File: src/rtl/irq_agg_pkg.sv
package irq_agg_pkg;

  // Register addresses; the bench and the software both rely on them.
  typedef enum logic [2:0] {
    REG_SUMMARY = 3'd0,
    REG_MASK    = 3'd1,
    REG_EDGE    = 3'd2,
    REG_POL     = 3'd3,
    REG_CLEAR   = 3'd4,
    REG_RESET   = 3'd5
  } regAddr_e;

  // Strobes sent from control to datapath for one write cycle.
  typedef struct packed {
    logic wrMask;
    logic wrEdge;
    logic wrPol;
    logic wrClear;
  } wrStrobes_t;

endpackage

File: src/rtl/irq_agg_prienc.sv
module irq_agg_prienc #(
  parameter int NUM_LINES = 32,
  parameter int IDX_W     = $clog2(NUM_LINES)
) (
  input  logic [NUM_LINES-1:0] vec,
  output logic                 valid,
  output logic [IDX_W-1:0]     idx
);

  // Scan from the top down so that the lowest set bit is the last one assigned.
  always_comb begin
    valid = 1'b0;
    idx   = '0;
    for (int i = NUM_LINES - 1; i >= 0; i--) begin
      if (vec[i]) begin
        valid = 1'b1;
        idx   = IDX_W'(i);
      end
    end
  end

endmodule

File: src/rtl/irq_agg_datapath.sv
module irq_agg_datapath
  import irq_agg_pkg::*;
#(
  parameter int                   NUM_LINES = 32,
  parameter logic [NUM_LINES-1:0] RSVD_MASK = '0
) (
  input  logic                 clk,
  input  logic                 rstN,
  input  wrStrobes_t           strb,
  input  logic [NUM_LINES-1:0] wrData,
  input  logic [NUM_LINES-1:0] irqLines,
  output logic [NUM_LINES-1:0] maskCfg,
  output logic [NUM_LINES-1:0] edgeCfg,
  output logic [NUM_LINES-1:0] polCfg,
  output logic [NUM_LINES-1:0] summaryVec
);

  logic [NUM_LINES-1:0] activeVec;
  logic [NUM_LINES-1:0] prevActive;
  logic [NUM_LINES-1:0] pendReg;
  logic [NUM_LINES-1:0] pendNext;
  logic [NUM_LINES-1:0] clearVec;
  logic [NUM_LINES-1:0] riseVec;

  // Configuration registers.
  always_ff @(posedge clk or negedge rstN) begin
    if (!rstN) begin
      maskCfg <= '0;
      edgeCfg <= '0;
      polCfg  <= '0;
    end else begin
      if (strb.wrMask) maskCfg <= wrData;
      if (strb.wrEdge) edgeCfg <= wrData;
      if (strb.wrPol)  polCfg  <= wrData;
    end
  end

  // Correct each input for its polarity, then find inactive-to-active steps.
  assign activeVec = ~(irqLines ^ polCfg);
  assign riseVec   = activeVec & ~prevActive;
  assign clearVec  = strb.wrClear ? wrData : '0;

  // Edge lines keep their latch unless cleared, and a new rise wins over a clear.
  // Level lines simply take the current active state.
  assign pendNext = ((edgeCfg & ((pendReg & ~clearVec) | riseVec))
                  | (~edgeCfg & activeVec)) & ~RSVD_MASK;

  always_ff @(posedge clk or negedge rstN) begin
    if (!rstN) begin
      prevActive <= '0;
      pendReg    <= '0;
    end else begin
      prevActive <= activeVec;
      pendReg    <= pendNext;
    end
  end

  assign summaryVec = pendReg & maskCfg;

endmodule

File: src/rtl/irq_agg_ctrl.sv
module irq_agg_ctrl
  import irq_agg_pkg::*;
#(
  parameter int                   NUM_LINES = 32,
  parameter logic [NUM_LINES-1:0] RESET_KEY = 32'h0000_DEAD
) (
  input  logic                 clk,
  input  logic                 rstN,
  input  logic                 regWrEn,
  input  logic [2:0]           regAddr,
  input  logic [NUM_LINES-1:0] regWrData,
  input  logic [NUM_LINES-1:0] summaryVec,
  input  logic [NUM_LINES-1:0] maskCfg,
  input  logic [NUM_LINES-1:0] edgeCfg,
  input  logic [NUM_LINES-1:0] polCfg,
  output wrStrobes_t           strb,
  output logic [NUM_LINES-1:0] regRdData,
  output logic                 sysResetPulse
);

  logic keyHit;

  // Turn a write into one strobe per register.
  always_comb begin
    strb         = '0;
    strb.wrMask  = regWrEn && (regAddr == REG_MASK);
    strb.wrEdge  = regWrEn && (regAddr == REG_EDGE);
    strb.wrPol   = regWrEn && (regAddr == REG_POL);
    strb.wrClear = regWrEn && (regAddr == REG_CLEAR);
  end

  // Read mux; the clear and restart registers are write-only.
  always_comb begin
    case (regAddr_e'(regAddr))
      REG_SUMMARY: regRdData = summaryVec;
      REG_MASK:    regRdData = maskCfg;
      REG_EDGE:    regRdData = edgeCfg;
      REG_POL:     regRdData = polCfg;
      default:     regRdData = '0;
    endcase
  end

  // Only the key value written to the restart register fires the pulse.
  assign keyHit = regWrEn && (regAddr == REG_RESET) && (regWrData == RESET_KEY);

  always_ff @(posedge clk or negedge rstN) begin
    if (!rstN) sysResetPulse <= 1'b0;
    else       sysResetPulse <= keyHit;
  end

endmodule

File: src/rtl/irq_aggregator.sv
module irq_aggregator
  import irq_agg_pkg::*;
#(
  parameter int          NUM_LINES = 32,
  parameter int          RSVD_LO   = 20,
  parameter int          RSVD_HI   = 30,
  parameter logic [31:0] RESET_KEY = 32'h0000_DEAD,
  localparam int         IDX_W     = $clog2(NUM_LINES)
) (
  input  logic                 clk,
  input  logic                 rstN,
  input  logic                 regWrEn,
  input  logic [2:0]           regAddr,
  input  logic [NUM_LINES-1:0] regWrData,
  output logic [NUM_LINES-1:0] regRdData,
  input  logic [NUM_LINES-1:0] irqLines,
  output logic                 irqOut,
  output logic                 lowestValid,
  output logic [IDX_W-1:0]     lowestIdx,
  output logic                 sysResetPulse
);

  // Bits RSVD_LO..RSVD_HI inclusive.
  localparam logic [NUM_LINES-1:0] RSVD_MASK =
    (NUM_LINES'(1) << (RSVD_HI + 1)) - (NUM_LINES'(1) << RSVD_LO);

  wrStrobes_t           strb;
  logic [NUM_LINES-1:0] maskCfg;
  logic [NUM_LINES-1:0] edgeCfg;
  logic [NUM_LINES-1:0] polCfg;
  logic [NUM_LINES-1:0] summaryVec;

  irq_agg_ctrl #(
    .NUM_LINES (NUM_LINES),
    .RESET_KEY (NUM_LINES'(RESET_KEY))
  ) i_ctrl (
    .clk           (clk),
    .rstN          (rstN),
    .regWrEn       (regWrEn),
    .regAddr       (regAddr),
    .regWrData     (regWrData),
    .summaryVec    (summaryVec),
    .maskCfg       (maskCfg),
    .edgeCfg       (edgeCfg),
    .polCfg        (polCfg),
    .strb          (strb),
    .regRdData     (regRdData),
    .sysResetPulse (sysResetPulse)
  );

  irq_agg_datapath #(
    .NUM_LINES (NUM_LINES),
    .RSVD_MASK (RSVD_MASK)
  ) i_datapath (
    .clk        (clk),
    .rstN       (rstN),
    .strb       (strb),
    .wrData     (regWrData),
    .irqLines   (irqLines),
    .maskCfg    (maskCfg),
    .edgeCfg    (edgeCfg),
    .polCfg     (polCfg),
    .summaryVec (summaryVec)
  );

  irq_agg_prienc #(
    .NUM_LINES (NUM_LINES),
    .IDX_W     (IDX_W)
  ) i_prienc (
    .vec   (summaryVec),
    .valid (lowestValid),
    .idx   (lowestIdx)
  );

  assign irqOut = |summaryVec;

endmodule

File: config.mk
export PLATFORM = sky130hd
export DESIGN_NAME = irq_aggregator
export DESIGN_NICKNAME = d
export VERILOG_FILES = /design/src/rtl/irq_agg_pkg.sv /design/src/rtl/irq_agg_prienc.sv /design/src/rtl/irq_agg_datapath.sv /design/src/rtl/irq_agg_ctrl.sv /design/src/rtl/irq_aggregator.sv
export SDC_FILE = /design/constraint.sdc
export NUM_CORES = 1
export LEC_CHECK = 0
export ABC_AREA = 1
export BUFFER_PORTS_ARGS = -buffer_cell sky130_fd_sc_hd__buf_2
export CAP_MARGIN = 20
export CORE_MARGIN = 2
export CORE_UTILIZATION = 50
export CTS_BUF_LIST = sky130_fd_sc_hd__clkbuf_4 sky130_fd_sc_hd__clkbuf_8
export DETAILED_ROUTE_END_ITERATION = 8
export PLACE_DENSITY_LB_ADDON = 0.08
export SLEW_MARGIN = 5
export SYNTH_ARGS = -nofsm -noshare
export SYNTH_HDL_FRONTEND = slang
export SYNTH_SLANG_ARGS = --single-unit
export TNS_END_PERCENT = 10
File: constraint.sdc
create_clock -name clk -period 1.53 [get_ports clk]
set_input_delay 0.306 -clock clk [delete_from_list [all_inputs] [get_ports clk]]
set_output_delay 0.306 -clock clk [all_outputs]
set_load 0.02 [all_outputs]
# Word-level counts from Yosys, hierarchy flattened
# Cells that the tools add are included.
[classes]
n_mux = 66
eq_ne = 6
n_bitwise = 12
n_reduce_logical = 8
[op_table]
columns = ["cell", "n"]
rows = [
  ["$and 32x32->32", 5],
  ["$mux 5", 32],
  ["$not 32->32", 4],
  ["$pmux 32 s4", 1],
  ["$or 32x32->32", 2],
  ["$eq 32x16->1 const B", 1],
  ["$mux 1", 32],
  ["$mux 32", 1],
  ["$reduce_or 32->1", 1],
  ["$xor 32x32->32", 1],
  ["$eq 3x2->1 const B", 2],
  ["$eq 3x3->1 const B", 2],
  ["$logic_and 1x1->1", 6],
  ["$eq 3x1->1 const B", 1],
  ["$logic_not 3->1", 1],
]
[word_totals]
word_cells = 98
ff_bits = 150

# Longest topological paths before layout
[logic_depth]
ltp_word = 33
depth_mapped = 20
ltp_nobuf = 20

# Modules after synthesis
# Synthesis repeated with hierarchy kept, for this count alone.
[unflattened]
hier_cells = 1077
area_unflattened_um2 = 8145.3
[modules_own_cells]
columns = ["module", "n_inst", "area_per_inst_um2", "cells_per_inst"]
rows = [
  ["irq_agg_datapath", 1, 6316.1, 692],
  ["irq_agg_ctrl", 1, 1207.4, 233],
  ["irq_agg_prienc", 1, 442.9, 107],
  ["irq_aggregator", 1, 178.9, 45],
]

# Worst setup path before layout
# OpenSTA, ideal clock, no wires.
[synth_timing]
path_type = "register to output"
from = "reg i_datapath.maskCfg[19]"
to = "out lowestIdx[0]"
required_time_ns = 1.224
path_stages_with_launch = 21
setup_slack_ns = -0.239
arrival_ns = 1.463
cell_sequence = "dfrtp_1 > nand2_2 > nand2_1 > nand2_1 > nand2_1 > nand2_1 > nand2_1 > nand2_1 > nand2_1 > nand2_1 > nand2_1 > nand2_1 > nand2_1 > nand2_1 > nand2_1 > nand2_1 > nand2_1 > nand2_1 > nand2_1 > nand2_1 > a21oi_2"
[synth_between]
elab_chain_cells = 21
[synth_lines]
columns = ["element", "line", "rtl"]
rows = [
  ["start, declared", "irq_agg_datapath.sv:12", "output logic [NUM_LINES-1:0] maskCfg,"],
  ["start signal, assigned", "irq_agg_datapath.sv:32", "if (strb.wrMask) maskCfg <= wrData;"],
  ["$and 32x32->32", "irq_agg_datapath.sv:58", "assign summaryVec = pendReg & maskCfg;"],
  ["$mux 5 (20 in a row)", "irq_agg_prienc.sv:15", "if (vec[i]) begin"],
  ["end, declared", "irq_aggregator.sv:19", "output logic [IDX_W-1:0] lowestIdx,"],
]
# No other way between the ends.

# Final worst setup path
[layout_timing]
from = "reg i_datapath.pendReg[18]"
to = "out lowestIdx[0]"
[layout_between]
elab_chain_cells = 20
[layout_lines]
columns = ["element", "line", "rtl"]
rows = [
  ["start, declared", "irq_agg_datapath.sv:20", "logic [NUM_LINES-1:0] pendReg;"],
  ["start signal, assigned", "irq_agg_datapath.sv:54", "pendReg <= pendNext;"],
  ["$and 32x32->32", "irq_agg_datapath.sv:58", ""],
  ["$mux 5 (19 in a row)", "irq_agg_prienc.sv:15", ""],
]
# No other way between the ends.

==> metrics.csv <==
metric,value,unit
routedWlPerCell,16.2,um
ys_ff_latch,139,
totalWireLength,16900,um
h-tree-depth,4,
powerDensity,1420,mW/mm2
peakVddDrop,878,uV
grt_usage,26.5,%
comb_power_share,28.3,%
post-place-ws,-0.438,ns
detail-route-antenna-nets,0,
finalHoldViolCount,0,
grt_pass1_wl,27100,um
first_global_vias,5571,
grt_max_degree,53,
hold_class,primary input to flop,
placed_cells,1006,
vias_per_cell,5.36,
worst_pin_slew,0.410,ns
synth_common_cells,"nand2_1, dfrtp_1, o21ai_0",
p_int,8.10,mW
core,0.0120,mm2
grt-ovfl-total,0,
maxCapViolations,0,
synth_cells,707,
slew_headroom,72.7,%
port_buffers,98,
initial_core_util,51.4,%
first_iter_violations,435,
avgSynthCellArea,8.73,um2
antenna_found_initial,1,
syn_area,0.00617,mm2
finalCritPeriodShare,158,%
rows,40,
pwr-share-seq,42.1,%
dp_hpwl,11500,um
syn_nets,777,
switching_share,32.2,%
syn_to_final_growth,36.4,%
cts_made_buffers,17,
dieHeight,115,um
p_sw,3.84,mW
root_buffer,clkbuf_8,
clkPwrFrac,29.6,%
fin_ws,-0.888,ns
rsz0062_at_grt,true,
finalSetupTns,-9.13,ns
setup_viol,36,
clkSinkCount,139,
place_area,0.00752,mm2
dieWidth,115,um
synthFlopType,dfrtp_1,
async_flop_share,100,%
drive_gt1_share,30.7,%
final_nets,953,
worstPathArrival,2.11,ns
synth.most_common_cell,nand2_1,
path_clk_slew,0.08,ns
dieArea,0.0133,mm2
synth_edf_count,0,
yosys.area.top_type,dfrtp_1,
finalMaxSlewViolations,0,
cp-end-kind,output port,
io_pins,110,
yosysTopAreaCellShare,56.3,%
drtPass1Iterations,5,
drc,0,
status,finished with violations,
gp_congestion,0.837,
critPathMaxFanout,2,
fin_cells,1044,
ys_seq_area_share,56.3,%
crit_path_start_kind,flop,
design_area,0.00842,mm2
violations,negative setup slack,
cts_tree,yes,
postLayoutCoreUtil,70.1,%
vias,5596,
ys_top_cells_by_area,"dfrtp_1, nand2_1, o21ai_0, o211ai_1, a22oi_1",
insertion_delay,0.46,ns
yosys_warnings,0,
fmax,0.414,GHz
fin_skew,0.00549,ns
cp.required,1.22,ns
final.fill_count,946,
crit_type,flop to output port,
leakage,4.19,nW
layout_min_cycle_time,2.42,ns
yosysUniqueCellTypes,23,
cts_buffer_depth,2,
==> worst max-delay path: stages (launching register included) <==
cell and delay (ns):
dfrtp_1 0.39, nand2_2 0.09, nand2_1 0.06, nand2_1 0.05, nand2_1 0.05, nand2_1 0.05, nand2_1 0.05, nand2_1 0.05
nand2_1 0.07, nand2_1 0.06, nand2_1 0.05, nand2_1 0.06, nand2_1 0.05, nand2_1 0.05, nand2_1 0.05, nand2_1 0.06
nand2_1 0.05, nand2_1 0.06, nand2_2 0.06, a21oi_4 0.12, buf_6 0.13
==> power groups by stage <==
| stage | clock, mW | sequential (mW) | combinational, mW |
|---|---|---|---|
| after global routing | 3.73 | 5.12 | 3.71 |
| after CTS | 3.59 | 5.01 | 3.11 |
| after floorplan | 0 | 4.94 | 1.60 |
| after global placement | 0 | 5.01 | 2.76 |
| final | 3.54 | 5.03 | 3.38 |
| after detailed placement | 0 | 5.06 | 2.84 |
==> state kept, by name, summed over array words and instances (netlist names) <==
signal / flops
i_datapath.edgeCfg: 32
i_datapath.polCfg: 32
i_datapath.maskCfg: 32
i_ctrl.sysResetPulse: 1
i_datapath.prevActive: 21
i_datapath.pendReg: 21
==> through the flow <==
stage / hold WS (ns) / power (mW)
final: 0.0391 / 11.9
after global routing: 0.0349 / 12.6
after CTS: 0.0193 / 11.7
after detailed placement: 0.261 / 7.89
after global placement: 0.258 / 7.77
after floorplan: 0.0104 / 6.55
==> cell type report <==
cell class	count	area, um2	share of cell area (%)
multi-input combinational	496	2650	31.4
tap	147	184	2.18
inverter	41	159	1.89
clock buffer	19	262	3.11
antenna	1	2.50	0.0297
clock inverter	13	211	2.51
sequential	139	3480	41.3
timing repair buffer	188	1480	17.5
==> logic make-up (layout without fill, tap and decap cells) <==
kind of cell | after synthesis | in the layout | share of synthesized area (%)
other | 0 | 1 | 0
buffers and inverters | 72 | 261 | 4.38
XOR/XNOR | 21 | 21 | 2.98
flip-flops | 139 | 139 | 56.3
AO/OA/AOI/OAI | 170 | 170 | 16.7
AND/OR/NAND/NOR | 305 | 305 | 19.6
==> timing repair <==
| item | CTS | global route |
|---|---|---|
| endpoints found under the setup margin | 39 | 39 |
| resized for setup | 61 | 52 |
| pin swaps | 9 | 14 |
| hold endpoints to repair | 20 | 0 |
| setup buffers | 2 | 4 |
| hold buffers | 1 | 0 |
==> placed cells by master, fill, tap and decap left out, types with 21 or more instances in the layout <==
cell type	count
o21ai_1	23
nand2_2	21
dfrtp_1	139
buf_2	61
o211ai_1	40
buf_4	94
a22oi_1	24
inv_1	35
xnor2_1	21
nand2_1	246
o21ai_0	73
==> worst paths after layout <==
| check | from | end | slack, ns | depth (start not counted) |
|---|---|---|---|---|
| max in group asynchronous | rstN | i_datapath.polCfg[24]$_DFFE_PN0P_ | 0.70 | 3 |
| worst max-delay path | i_datapath.pendReg[18]$_DFF_PN0_ | lowestIdx[0] | -0.89 | 20 |
| worst max register to register | i_datapath.pendReg[31]$_DFF_PN0_ | i_datapath.pendReg[31]$_DFF_PN0_ | 0.49 | 5 |
| worst min-delay path | irqLines[9] | i_datapath.prevActive[9]$_DFF_PN0_ | 0.04 | 2 |
| worst min register to register | i_datapath.edgeCfg[21]$_DFFE_PN0P_ | i_datapath.edgeCfg[21]$_DFFE_PN0P_ | 0.49 | 2 |
| min in group asynchronous | rstN | i_datapath.prevActive[8]$_DFF_PN0_ | 0.32 | 2 |
==> layer usage <==
| metal | track usage [%] | wire length [um] | vias up |
|---|---|---|---|
| met5 | 0 | 0 | - |
| met4 | 9.64 | 272 | 0 |
| met3 | 6.27 | 800 | 22 |
| met2 | 43.2 | 8390 | 172 |
| met1 | 35.0 | 7470 | 2692 |
| li1 | - | - | 2710 |
(Power assumes the default switching activity.)
